File: config.mk
export PLATFORM = sky130hd
export DESIGN_NAME = cfg_latch_seq
export DESIGN_NICKNAME = d
export VERILOG_FILES = /design/src/rtl/cls_pkg.sv /design/src/rtl/cls_pin_filter.sv /design/src/rtl/cls_ctrl.sv /design/src/rtl/cls_datapath.sv /design/src/rtl/cfg_latch_seq.sv
export SDC_FILE = /design/constraint.sdc
export NUM_CORES = 1
export LEC_CHECK = 0
export BUFFER_PORTS_ARGS = -buffer_cell sky130_fd_sc_hd__buf_4
export CAP_MARGIN = 10
export CORE_ASPECT_RATIO = 1.1
export CORE_MARGIN = 1.5
export CORE_UTILIZATION = 42
export DETAILED_ROUTE_END_ITERATION = 10
export PLACE_DENSITY = 0.63
export SKIP_CTS_REPAIR_TIMING = 1
export SLEW_MARGIN = 20
export SYNTH_ARGS = -nofsm -noshare
export SYNTH_HDL_FRONTEND = slang
export SYNTH_SLANG_ARGS = --single-unit
File: constraint.sdc
create_clock -name clk -period 2.45 [get_ports clk]
set_input_delay 0.3675 -clock clk [delete_from_list [all_inputs] [get_ports clk]]
set_output_delay 0.3675 -clock clk [all_outputs]
set_load 0.01 [all_outputs]
File: src/rtl/cls_pkg.sv
package cls_pkg;

  typedef enum logic [1:0] {
    ST_PWR_SEQ  = 2'd0,
    ST_PIN_HOLD = 2'd1,
    ST_PIN_SEQ  = 2'd2,
    ST_RUN      = 2'd3
  } seqState_t;

  typedef struct packed {
    logic capStb;
    logic relStb;
    logic rdyStb;
    logic abortStb;
  } seqStrobe_t;

  // Round a duration up to whole clock cycles (at least one).
  function automatic longint unsigned nsToCycles(longint unsigned ns,
                                                 longint unsigned khz);
    longint unsigned c;
    c = (ns * khz + 64'd999_999) / 64'd1_000_000;
    return (c == 0) ? 64'd1 : c;
  endfunction

  function automatic int unsigned maxOf(int unsigned a, int unsigned b);
    return (a > b) ? a : b;
  endfunction

endpackage

File: src/rtl/cls_pin_filter.sv
module cls_pin_filter #(
  parameter int unsigned SYNC_STAGES = 2,
  parameter int unsigned RST_MIN_CYC = 625
) (
  input  logic clk,
  input  logic powerGood,
  input  logic rstPinN,
  output logic pinHigh,
  output logic qualify
);
  localparam int unsigned FW = $clog2(RST_MIN_CYC + 1);

  logic [SYNC_STAGES-1:0] syncQ;
  logic [FW-1:0]          lowCnt;

  always_ff @(posedge clk or negedge powerGood) begin
    if (!powerGood) syncQ <= '1;
    else            syncQ <= {syncQ[SYNC_STAGES-2:0], rstPinN};
  end

  assign pinHigh = syncQ[SYNC_STAGES-1];

  // Saturating low-time counter; qualification fires once per low period.
  always_ff @(posedge clk or negedge powerGood) begin
    if (!powerGood)                           lowCnt <= '0;
    else if (pinHigh)                         lowCnt <= '0;
    else if (lowCnt != FW'(RST_MIN_CYC))      lowCnt <= lowCnt + FW'(1);
  end

  assign qualify = !pinHigh && (lowCnt == FW'(RST_MIN_CYC - 1));

  // a qualification needs the synchronized pin low in the cycle before
  a_r5_qual_after_low: assert property (@(posedge clk) disable iff (!powerGood)
    qualify |-> ($past(pinHigh) == 1'b0 || RST_MIN_CYC == 1));

endmodule

File: src/rtl/cls_ctrl.sv
module cls_ctrl
  import cls_pkg::*;
#(
  parameter int unsigned PWR_CAP_CYC = 8,
  parameter int unsigned PWR_REL_CYC = 2,
  parameter int unsigned PWR_RDY_CYC = 16,
  parameter int unsigned PIN_CAP_CYC = 4,
  parameter int unsigned PIN_REL_CYC = 2,
  parameter int unsigned PIN_RDY_CYC = 12
) (
  input  logic       clk,
  input  logic       powerGood,
  input  logic       qualify,
  input  logic       pinHigh,
  output seqStrobe_t stb
);
  localparam int unsigned MAX_CYC = maxOf(maxOf(PWR_RDY_CYC, PIN_RDY_CYC),
                                          maxOf(PWR_CAP_CYC + PWR_REL_CYC,
                                                PIN_CAP_CYC + PIN_REL_CYC));
  localparam int unsigned CNT_W   = $clog2(MAX_CYC + 1);

  localparam logic [CNT_W-1:0] PWR_CAP_AT = CNT_W'(PWR_CAP_CYC - 1);
  localparam logic [CNT_W-1:0] PWR_REL_AT = CNT_W'(PWR_CAP_CYC + PWR_REL_CYC - 1);
  localparam logic [CNT_W-1:0] PWR_RDY_AT = CNT_W'(PWR_RDY_CYC - 1);
  localparam logic [CNT_W-1:0] PIN_CAP_AT = CNT_W'(PIN_CAP_CYC - 1);
  localparam logic [CNT_W-1:0] PIN_REL_AT = CNT_W'(PIN_CAP_CYC + PIN_REL_CYC - 1);
  localparam logic [CNT_W-1:0] PIN_RDY_AT = CNT_W'(PIN_RDY_CYC - 1);

  seqState_t        state, stateNxt;
  logic [CNT_W-1:0] elapsed;
  logic [CNT_W-1:0] capAt, relAt, rdyAt;
  logic             inSeq;

  // Profile selection: one shared counter, targets chosen per path.
  always_comb begin
    inSeq = (state == ST_PWR_SEQ) || (state == ST_PIN_SEQ);
    if (state == ST_PIN_SEQ) begin
      capAt = PIN_CAP_AT;
      relAt = PIN_REL_AT;
      rdyAt = PIN_RDY_AT;
    end else begin
      capAt = PWR_CAP_AT;
      relAt = PWR_REL_AT;
      rdyAt = PWR_RDY_AT;
    end
  end

  always_comb begin
    stb.abortStb = qualify;
    stb.capStb   = inSeq && !qualify && (elapsed == capAt);
    stb.relStb   = inSeq && !qualify && (elapsed == relAt);
    stb.rdyStb   = inSeq && !qualify && (elapsed == rdyAt);
  end

  always_comb begin
    stateNxt = state;
    if (qualify) begin
      stateNxt = ST_PIN_HOLD;
    end else begin
      unique case (state)
        ST_PIN_HOLD: if (pinHigh) stateNxt = ST_PIN_SEQ;
        ST_PWR_SEQ,
        ST_PIN_SEQ:  if (stb.rdyStb) stateNxt = ST_RUN;
        default:     stateNxt = state;
      endcase
    end
  end

  always_ff @(posedge clk or negedge powerGood) begin
    if (!powerGood) begin
      state   <= ST_PWR_SEQ;
      elapsed <= '0;
    end else begin
      state <= stateNxt;
      if (qualify || state == ST_PIN_HOLD) elapsed <= '0;
      else if (inSeq)                      elapsed <= elapsed + CNT_W'(1);
    end
  end

  // a qualified reset always lands in the hold state
  a_r6_qual_to_hold: assert property (@(posedge clk) disable iff (!powerGood)
    qualify |=> (state == ST_PIN_HOLD));

  // nothing is captured, released or readied while the pin is held
  a_r10_quiet_in_hold: assert property (@(posedge clk) disable iff (!powerGood)
    (state == ST_PIN_HOLD) |-> !(stb.capStb || stb.relStb || stb.rdyStb));

  // the running state is reached only through a ready strobe
  a_r9_run_via_ready: assert property (@(posedge clk) disable iff (!powerGood)
    (state != ST_RUN) ##1 (state == ST_RUN) |-> $past(stb.rdyStb));

endmodule

File: src/rtl/cls_datapath.sv
module cls_datapath
  import cls_pkg::*;
#(
  parameter int unsigned STRAP_W = 6
) (
  input  logic               clk,
  input  logic               powerGood,
  input  seqStrobe_t         stb,
  input  logic [STRAP_W-1:0] strapPins,
  output logic [STRAP_W-1:0] cfgWord,
  output logic               pinsFunctional,
  output logic               mgmtReady
);

  always_ff @(posedge clk or negedge powerGood) begin
    if (!powerGood)      cfgWord <= '0;
    else if (stb.capStb) cfgWord <= strapPins;
  end

  always_ff @(posedge clk or negedge powerGood) begin
    if (!powerGood) begin
      pinsFunctional <= 1'b0;
      mgmtReady      <= 1'b0;
    end else if (stb.abortStb) begin
      pinsFunctional <= 1'b0;
      mgmtReady      <= 1'b0;
    end else begin
      if (stb.relStb) pinsFunctional <= 1'b1;
      if (stb.rdyStb) mgmtReady      <= 1'b1;
    end
  end

  // an abort drops both flags on the next cycle
  a_r6_abort_clears: assert property (@(posedge clk) disable iff (!powerGood)
    stb.abortStb |=> (!mgmtReady && !pinsFunctional));

  // the configuration word moves only on a capture
  a_r11_cfg_hold: assert property (@(posedge clk) disable iff (!powerGood)
    !stb.capStb |=> $stable(cfgWord));

  // ready is never granted while the pins are still in strap mode
  a_r9_ready_needs_func: assert property (@(posedge clk) disable iff (!powerGood)
    mgmtReady |-> pinsFunctional);

endmodule

File: src/rtl/cfg_latch_seq.sv
module cfg_latch_seq
  import cls_pkg::*;
#(
  parameter int unsigned CLK_KHZ     = 125_000,
  parameter int unsigned STRAP_W     = 6,
  parameter int unsigned SYNC_STAGES = 2,
  parameter int unsigned RST_MIN_NS  = 5_000,
  parameter int unsigned PIN_CAP_NS  = 2_000,
  parameter int unsigned PIN_REL_NS  = 1_500,
  parameter int unsigned PIN_RDY_NS  = 1_000_000,
  parameter int unsigned PWR_CAP_NS  = 60_000_000,
  parameter int unsigned PWR_REL_NS  = 110,
  parameter int unsigned PWR_RDY_NS  = 65_000_000
) (
  input  logic               clk,
  input  logic               powerGood,
  input  logic               rstPinN,
  input  logic [STRAP_W-1:0] strapPins,
  output logic [STRAP_W-1:0] cfgWord,
  output logic               pinsFunctional,
  output logic               mgmtReady
);
  // every duration rounded up to whole cycles
  localparam int unsigned RST_MIN_CYC = 32'(nsToCycles(RST_MIN_NS, CLK_KHZ));
  localparam int unsigned PIN_CAP_CYC = 32'(nsToCycles(PIN_CAP_NS, CLK_KHZ));
  localparam int unsigned PIN_REL_CYC = 32'(nsToCycles(PIN_REL_NS, CLK_KHZ));
  localparam int unsigned PIN_RDY_CYC = 32'(nsToCycles(PIN_RDY_NS, CLK_KHZ));
  localparam int unsigned PWR_CAP_CYC = 32'(nsToCycles(PWR_CAP_NS, CLK_KHZ));
  localparam int unsigned PWR_REL_CYC = 32'(nsToCycles(PWR_REL_NS, CLK_KHZ));
  localparam int unsigned PWR_RDY_CYC = 32'(nsToCycles(PWR_RDY_NS, CLK_KHZ));

  logic       pinHigh;
  logic       qualify;
  seqStrobe_t stb;

  cls_pin_filter #(
    .SYNC_STAGES (SYNC_STAGES),
    .RST_MIN_CYC (RST_MIN_CYC)
  ) u_filter (
    .clk       (clk),
    .powerGood (powerGood),
    .rstPinN   (rstPinN),
    .pinHigh   (pinHigh),
    .qualify   (qualify)
  );

  cls_ctrl #(
    .PWR_CAP_CYC (PWR_CAP_CYC),
    .PWR_REL_CYC (PWR_REL_CYC),
    .PWR_RDY_CYC (PWR_RDY_CYC),
    .PIN_CAP_CYC (PIN_CAP_CYC),
    .PIN_REL_CYC (PIN_REL_CYC),
    .PIN_RDY_CYC (PIN_RDY_CYC)
  ) u_ctrl (
    .clk       (clk),
    .powerGood (powerGood),
    .qualify   (qualify),
    .pinHigh   (pinHigh),
    .stb       (stb)
  );

  cls_datapath #(
    .STRAP_W (STRAP_W)
  ) u_dp (
    .clk            (clk),
    .powerGood      (powerGood),
    .stb            (stb),
    .strapPins      (strapPins),
    .cfgWord        (cfgWord),
    .pinsFunctional (pinsFunctional),
    .mgmtReady      (mgmtReady)
  );

endmodule

==> results of run 1 <==
worst max-delay path: cells and delay by family (launching register included):
family | cells | cell delay [ns]
simple gates | 2 | 0.61
mux | 1 | 0.33
buf+inv | 1 | 0.20
compound gates | 2 | 0.68
flops | 1 | 0.37
state kept, by name, indices dropped and copies added, names as in the netlist:
register	cells
u_dp.mgmtReady	1
u_filter.lowCnt	10
u_ctrl.elapsed	23
u_filter.syncQ	2
u_ctrl.state	2
u_dp.pinsFunctional	1
u_dp.cfgWord	6
cell type report:
type,count,area [um^2],area share [%]
well taps,75,93.8,3.31
repair buffers,34,268,9.44
clock buffers,6,72.6,2.56
inverters,13,48.8,1.72
clock inverters,2,10.0,0.353
flip-flops and latches,45,1130,39.8
multi-input cells,193,1210,42.8
worst paths after layout:
kind	start	endpoint	cells past startpoint
worst min register to register	u_filter.syncQ[0]	u_filter.syncQ[1]	0
max in group asynchronous	powerGood	u_ctrl.state[0]	1
worst max-delay path	u_ctrl.state[0]	u_dp.cfgWord[2]	6
min in group clk	rstPinN	u_filter.syncQ[0]	1
worst max register to register	u_ctrl.state[0]	u_dp.cfgWord[2]	6
worst min-delay path	powerGood	u_ctrl.elapsed[2]	1
synth_stat cells (all sizes together) (2+ instances only):
master / count / area share (%)
dfrtp: 43 / 44
nor2: 28 / 4.3
o21ai: 23 / 4.7
nand2: 20 / 3.1
nand3: 15 / 3.1
clkbuf: 13 / 2.0
inv: 12 / 1.8
nor3: 11 / 2.5
nand4: 10 / 2.6
a21oi: 8 / 1.6
xnor2: 8 / 2.9
mux2: 6 / 2.8
xor2: 6 / 2.1
a31oi: 5 / 1.3
ha: 5 / 2.6
or3: 5 / 1.3
a22oi: 4 / 1.2
nor4: 4 / 1.0
o31ai: 4 / 1.2
o41ai: 3 / 1.1
a41oi: 2 / 0.72
and2: 2 / 0.51
and3: 2 / 0.51
and4: 2 / 0.72
dfstp: 2 / 2.1
mux2i: 2 / 0.82
nand2b: 2 / 0.51
nand4b: 2 / 0.72
nor4b: 2 / 0.72
o21a: 2 / 0.61
or4b: 2 / 0.82
cell usage in the layout (no fill, tap or decap), drive strengths merged, types with 2 or more instances in the layout:
| cell | n |
|---|---|
| or3 | 5 |
| nand4 | 10 |
| nand3 | 15 |
| o41ai | 3 |
| and3 | 2 |
| buf | 34 |
| xor2 | 6 |
| nor4b | 2 |
| nand4b | 2 |
| or4b | 2 |
| nor4 | 4 |
| a22oi | 4 |
| a21oi | 8 |
| mux2i | 2 |
| nor2 | 28 |
| dfstp | 2 |
| dfrtp | 43 |
| nor3 | 11 |
| o31ai | 4 |
| mux2 | 6 |
| a41oi | 2 |
| o21ai | 23 |
| inv | 12 |
| xnor2 | 8 |
| o21a | 2 |
| nand2 | 20 |
| and2 | 2 |
| ha | 5 |
| a31oi | 5 |
| nand2b | 2 |
| clkbuf | 6 |
| clkinv | 3 |
| and4 | 2 |
metal layers:
layer	share of wire [%]	GRT usage, %	up-vias
li1	-	-	1010
met3	4.9	3.40	7
met1	46	26.0	989
met2	48	28.9	64
met5	0	0	-
met4	1.5	8.12	0
stage by stage:
step                area [um^2]  total power, mW
global route               2840             1.31
floorplan                  2440            0.785
CTS                        2830             1.28
finish                     2840             1.25
detailed placement         2750            0.819
global placement           2750            0.816
logic make-up after synthesis:
family / after synthesis
compound gates: 57
xor+xnor: 14
fa+ha+maj: 5
buf+inv: 27
flops: 45
mux: 8
simple gates: 109
report_power, final:
part           total (mW)  leakage [nW]  internal, mW  switching (mW)
Clock               0.450        0.0450         0.198           0.252
Combinational      0.0474         0.522        0.0181          0.0293
Sequential          0.754         0.605         0.749         0.00510
Total                1.25          1.17         0.965           0.287
==> results.md, run 1 <==
- Maximum vdd ir drop: roughly 0.00034 V
- Min Clock Period, post-route: around 2.3 ns
- # nets final: 306
- Clock skew: roughly 0.0055 ns
- Largest family of logic cells by synthesized area: simple AND/OR/NAND/NOR gates
- Sequential fraction of the synthesis area: 46.2%
- Critical path peak fanout: 6
- Final WL: 5.35 mm
- Final HPWL DP: ~3.8 mm
- Post-route setup slack: 0.139 ns
- Simple-Gate Fraction of Synth Area: a little under a quarter
- Largest net degree at the start of global routing: 46
- Worst EP required: 2.63 ns
- R2R setup slack: 0.14 ns
- Placed Cells: 360
- Rel. slew slack: 41.0%
- Grt total ovfl: 0
- Initial Util: 44.4%
- Post-synth EDFFs: 0
- Maximum clock rate: around 430 MHz
- Pre-CTS setup slack: 0.126 ns
- Routed Antenna Nets: 0
- # IOs: 17
- Syn. warnings: 0
- Worst-margin pin slew: 0.882 ns
- CP max-delay cell: a2111o_1
- TritonCTS buffer count: 5
- Iteration-0 DRC Markers: approximately 160
- Ys flop type: dfrtp_1
- Final count of hold timing violations: 0
- Setup_tns: 0 ns
- Max Cap Violations: 0
- Share of cells above drive strength 1: a little under a fifth
- Synth Area in Compound Gates: 15.4%
- Synth Instances: approximately 270
- Worst setup SP type: flop
- Final GP Congestion: 0.859
- Antenna cells: 0
- GRT Total Usage: a little under a fifth
- Outcome: finished, final reports clean
- Synth cell types: 42
- Row cnt: 28
- CTS clk-pin slew, worst paths: 0.08 ns
- Die area: 0.00629 mm^2
- Crit path largest cell delay: about 0.48 ns
- Final Non-Filler Cells: 368
- Clock net sink count: 45
- PortBufs: 16
- Residual DRC: 0
- Latest clock arrival within the worst-skew pair: roughly 0.3 ns
- First drt pass iteration count: 4
- Root Driver: clkbuf_8
- Final setup viols: 0
- RSZ-0062 raised after global routing: no
- Via Count: 2070
- #FFs+latches synth: 45
- Final core utilization: about half
- Hold WS: 0.0700 ns
- Worst path cell trace: nand2b_2 > or4_1 > a2111o_1 > a2111oi_4 > buf_4 > mux2_2
- Crit path DAT: 2.49 ns
- Die height: roughly 83 um
- Worst hold path class: input port to async pin
- Syn-to-layout area delta: 16.0%
- Die X: about 76 um
- CTS tree: done
- Synth Net Count: ~280
- Crit Path Class: flop to flop
- FFs w/ async S/R, synth: 100%
- Clk buf depth: 2
- FILL cells: 549
- Post-Synth XOR/XNOR Area: around 5.0%
- Avg Cell Area, Syn: between 9 and 10 um^2
- Leak Pwr: 1.17 nW
- Core ar.: between 0.005 and 0.006 mm^2
- Portion of netlist area occupied by mux cells: 3.58%
- Initial antenna violation count: 0
- Synth Area in Adders: 2.56%
- Htree depth: 2
- Routed wire per std cell: 14.5 um
- Vias per cell: 5.63
- CP Capture Type: flop
- P per Cell Area: 441 mW/mm^2
- Mapped cell area: 0.00244 mm^2
- Vias in the first global route: 1948
- Fin crit share: 94.3%
- Max-slew violations: 0
- First-pass GRT wire length: 9.25 mm
(Power assumes the default switching activity.)
==> run 2: changes to the inputs <==
--- a/config.mk
+++ b/config.mk
@@ -7,11 +7,13 @@
 export LEC_CHECK = 0
 export BUFFER_PORTS_ARGS = -buffer_cell sky130_fd_sc_hd__buf_4
 export CAP_MARGIN = 10
+export CELL_PAD_IN_SITES_DETAIL_PLACEMENT = 1
+export CELL_PAD_IN_SITES_GLOBAL_PLACEMENT = 2
 export CORE_ASPECT_RATIO = 1.1
 export CORE_MARGIN = 1.5
-export CORE_UTILIZATION = 42
+export CORE_UTILIZATION = 34
 export DETAILED_ROUTE_END_ITERATION = 10
-export PLACE_DENSITY = 0.63
+export PLACE_DENSITY = 0.77
 export SKIP_CTS_REPAIR_TIMING = 1
 export SLEW_MARGIN = 20
 export SYNTH_ARGS = -nofsm -noshare
==> run 2 against run 1 <==
Compared with the run above: via count grew 2.5%; clock skew grew 0.0021 ns; maximum frequency is essentially flat; power grew 11%; global-route usage shrank 1.1 points; cell count grew 4.3%; clock power grew 30%; combinational power grew 1%; sequential power is essentially flat; die area grew 23%; sequential share of layout area shrank 1.3 points; highest routed layer unchanged.
==> results.md, run 2 (synthesis gave the netlist of run 1 again) <==
- R2R setup slack: ~0.14 ns
- Clock share of power: 42.2%
- Largest regs: u_ctrl.elapsed: 23 flops, u_filter.lowCnt: 10 flops, u_dp.cfgWord: 6 flops
- P per Cell Area: roughly 470 mW/mm^2
- Combinational Power Share: 3.5%
- Routed wire per std cell: around 17 um
- Crit Path Class: flop to flop
- First-pass GRT wire length: roughly 11 mm
- Residual DRC: 0
- Capturing point of the worst reg2reg path: u_dp.cfgWord[2]
- WL met1: 3.05 mm
- Vias in the first global route: 2201
- Final count of hold timing violations: 0
- Final WL: 6.35 mm
- PortBufs: 16
- RR Startpoint: u_ctrl.state[0]
- Core ar.: 0.00701 mm^2
- Crit path largest cell delay: between 0.4 and 0.5 ns
- Sequential share of power: 54.3%
- FILL cells: 799
- CP max-delay cell: or4_1
- Latest clock arrival within the worst-skew pair: 0.30 ns
- Highest metal used: met4
- Die height: approximately 90 um
- # nets final: ~310
- Clk buf depth: 2
- Setup_tns: 0 ns
- Final Non-Filler Cells: 384
- CTS tree: done
- GRT Total Usage: between 10% and 20%
- Fin crit share: 94.4%
- Placed instance area: 0.00281 mm^2
- Root Driver: clkbuf_8
- First drt pass iteration count: 4
- Final GP Congestion: 0.795
- Via Count: roughly 2.1k
- Routed wl met2: 3.06 mm
- Maximum vdd ir drop: 0.000401 V
- Htree depth: 2
- RSZ-0062 raised after global routing: no
- Worst path cell trace: nand2b_1 > or4_1 > a2111o_1 > a2111oi_4 > buf_4 > mux2_2
- Worst-margin pin slew: 0.960 ns
- Vias per cell: 5.53
- Share of cells above drive strength 1: 20.7%
- Max FFs per register: 23
- Top reg by flops: u_ctrl.elapsed
- TritonCTS buffer count: 5
- Most common cell after layout, fill and taps aside: dfrtp_1
- Net Sw Power: 0.315 mW
- Die area: 0.00771 mm^2
- Cell-internal power: 1.07 mW
- Antenna cells: 0
- Outcome: finished, final reports clean
- Clock net sink count: 45
- Worst EP required: 2.64 ns
- Sw Ratio: 22.7%
- Final HPWL DP: 4.49 mm
- Final setup viols: 0
- Leak Pwr: 1.23 nW
- Routed Antenna Nets: 0
- CTS clk-pin slew, worst paths: 0.10 ns
- Largest net degree at the start of global routing: 46
- Row cnt: 32
- Maximum clock rate: about 430 MHz
- Worst setup SP type: flop
- Critical path peak fanout: 6
- Initial antenna violation count: 0
- Placed Cells: 376
- Crit path DAT: 2.51 ns
- Most frequent cells in the layout: 43 x dfrtp_1, 39 x buf_4, 28 x nor2_1
- Grt total ovfl: 0
- CP Capture Type: flop
- Reg2Reg Depth: 6
- # IOs: 17
- Fin area: 0.00293 mm^2
- Initial Util: 34.9%
- Iteration-0 DRC Markers: 106
- Rel. slew slack: approximately 36%
- Worst hold path class: input port to async pin
- Clock skew: about 0.0075 ns
- Min Clock Period, post-route: between 2 and 2.5 ns
- Die X: 83.9 um
- Syn-to-layout area delta: 20.0%
- Met3 routed WL: ~130 um
- Max Cap Violations: 0
- Max-slew violations: 0
==> run 2: metal layers <==
layer	track usage (%)	up-vias
met1	23.3	1065
met5	0	-
met2	30.5	24
met3	2.79	9
li1	-	1024
met4	5.60	0
==> run 2: power by group through the flow <==
| stage | Sequential, mW | Combinational, mW | Clock, mW |
|---|---|---|---|
| finish | 0.754 | 0.0480 | 0.586 |
| global route | 0.755 | 0.0563 | 0.635 |
| CTS | 0.754 | 0.0496 | 0.608 |
| detailed placement | 0.769 | 0.0494 | 0 |
| global placement | 0.769 | 0.0486 | 0 |
| floorplan | 0.769 | 0.0160 | 0 |
==> run 2: worst max-delay path: cells and delay by family, from the launching register on <==
kind | cells | cell delay, ns
buf+inv | 1 | 0.20
simple gates | 2 | 0.65
compound gates | 2 | 0.63
mux | 1 | 0.33
flops | 1 | 0.38
==> run 2: worst max path at each step <==
stage	to	depth (start not counted)	slack (ns)	start
after floorplan	u_dp.cfgWord[0]	6	0.09	u_ctrl.state[0]
after global placement	u_dp.cfgWord[1]	6	0.15	u_ctrl.state[0]
after detailed placement	u_dp.cfgWord[2]	6	0.1	u_ctrl.state[0]
after CTS	u_dp.cfgWord[2]	6	0.06	u_ctrl.state[0]
after global routing	u_ctrl.elapsed[16]	8	0.006	u_filter.lowCnt[0]
final	u_dp.cfgWord[2]	6	0.14	u_ctrl.state[0]
==> run 2: layout make-up <==
type                       count  area, um^2  share of cell area (%)
timing repair buffer          40         313                    10.7
tap                           85         106                    3.63
clock buffer                   5        68.8                    2.35
sequential                    45        1130                    38.5
inverter                      13        48.8                    1.66
clock inverter                 3        43.8                    1.49
multi-input combinational    193        1220                    41.7
==> run 2: stage by stage <==
step	util, %	setup WS (ns)	total power, mW	hold WS (ns)
6_report	41.9	0.137	1.39	0.0612
5_1_grt	41.9	0.00597	1.45	0.0911
4_1_cts	41.7	0.0569	1.41	0.0771
3_5_place_dp	40.1	0.0996	0.818	0.349
3_3_place_gp	40.1	0.155	0.817	0.347
2_1_floorplan	-	0.0856	0.785	0.0719
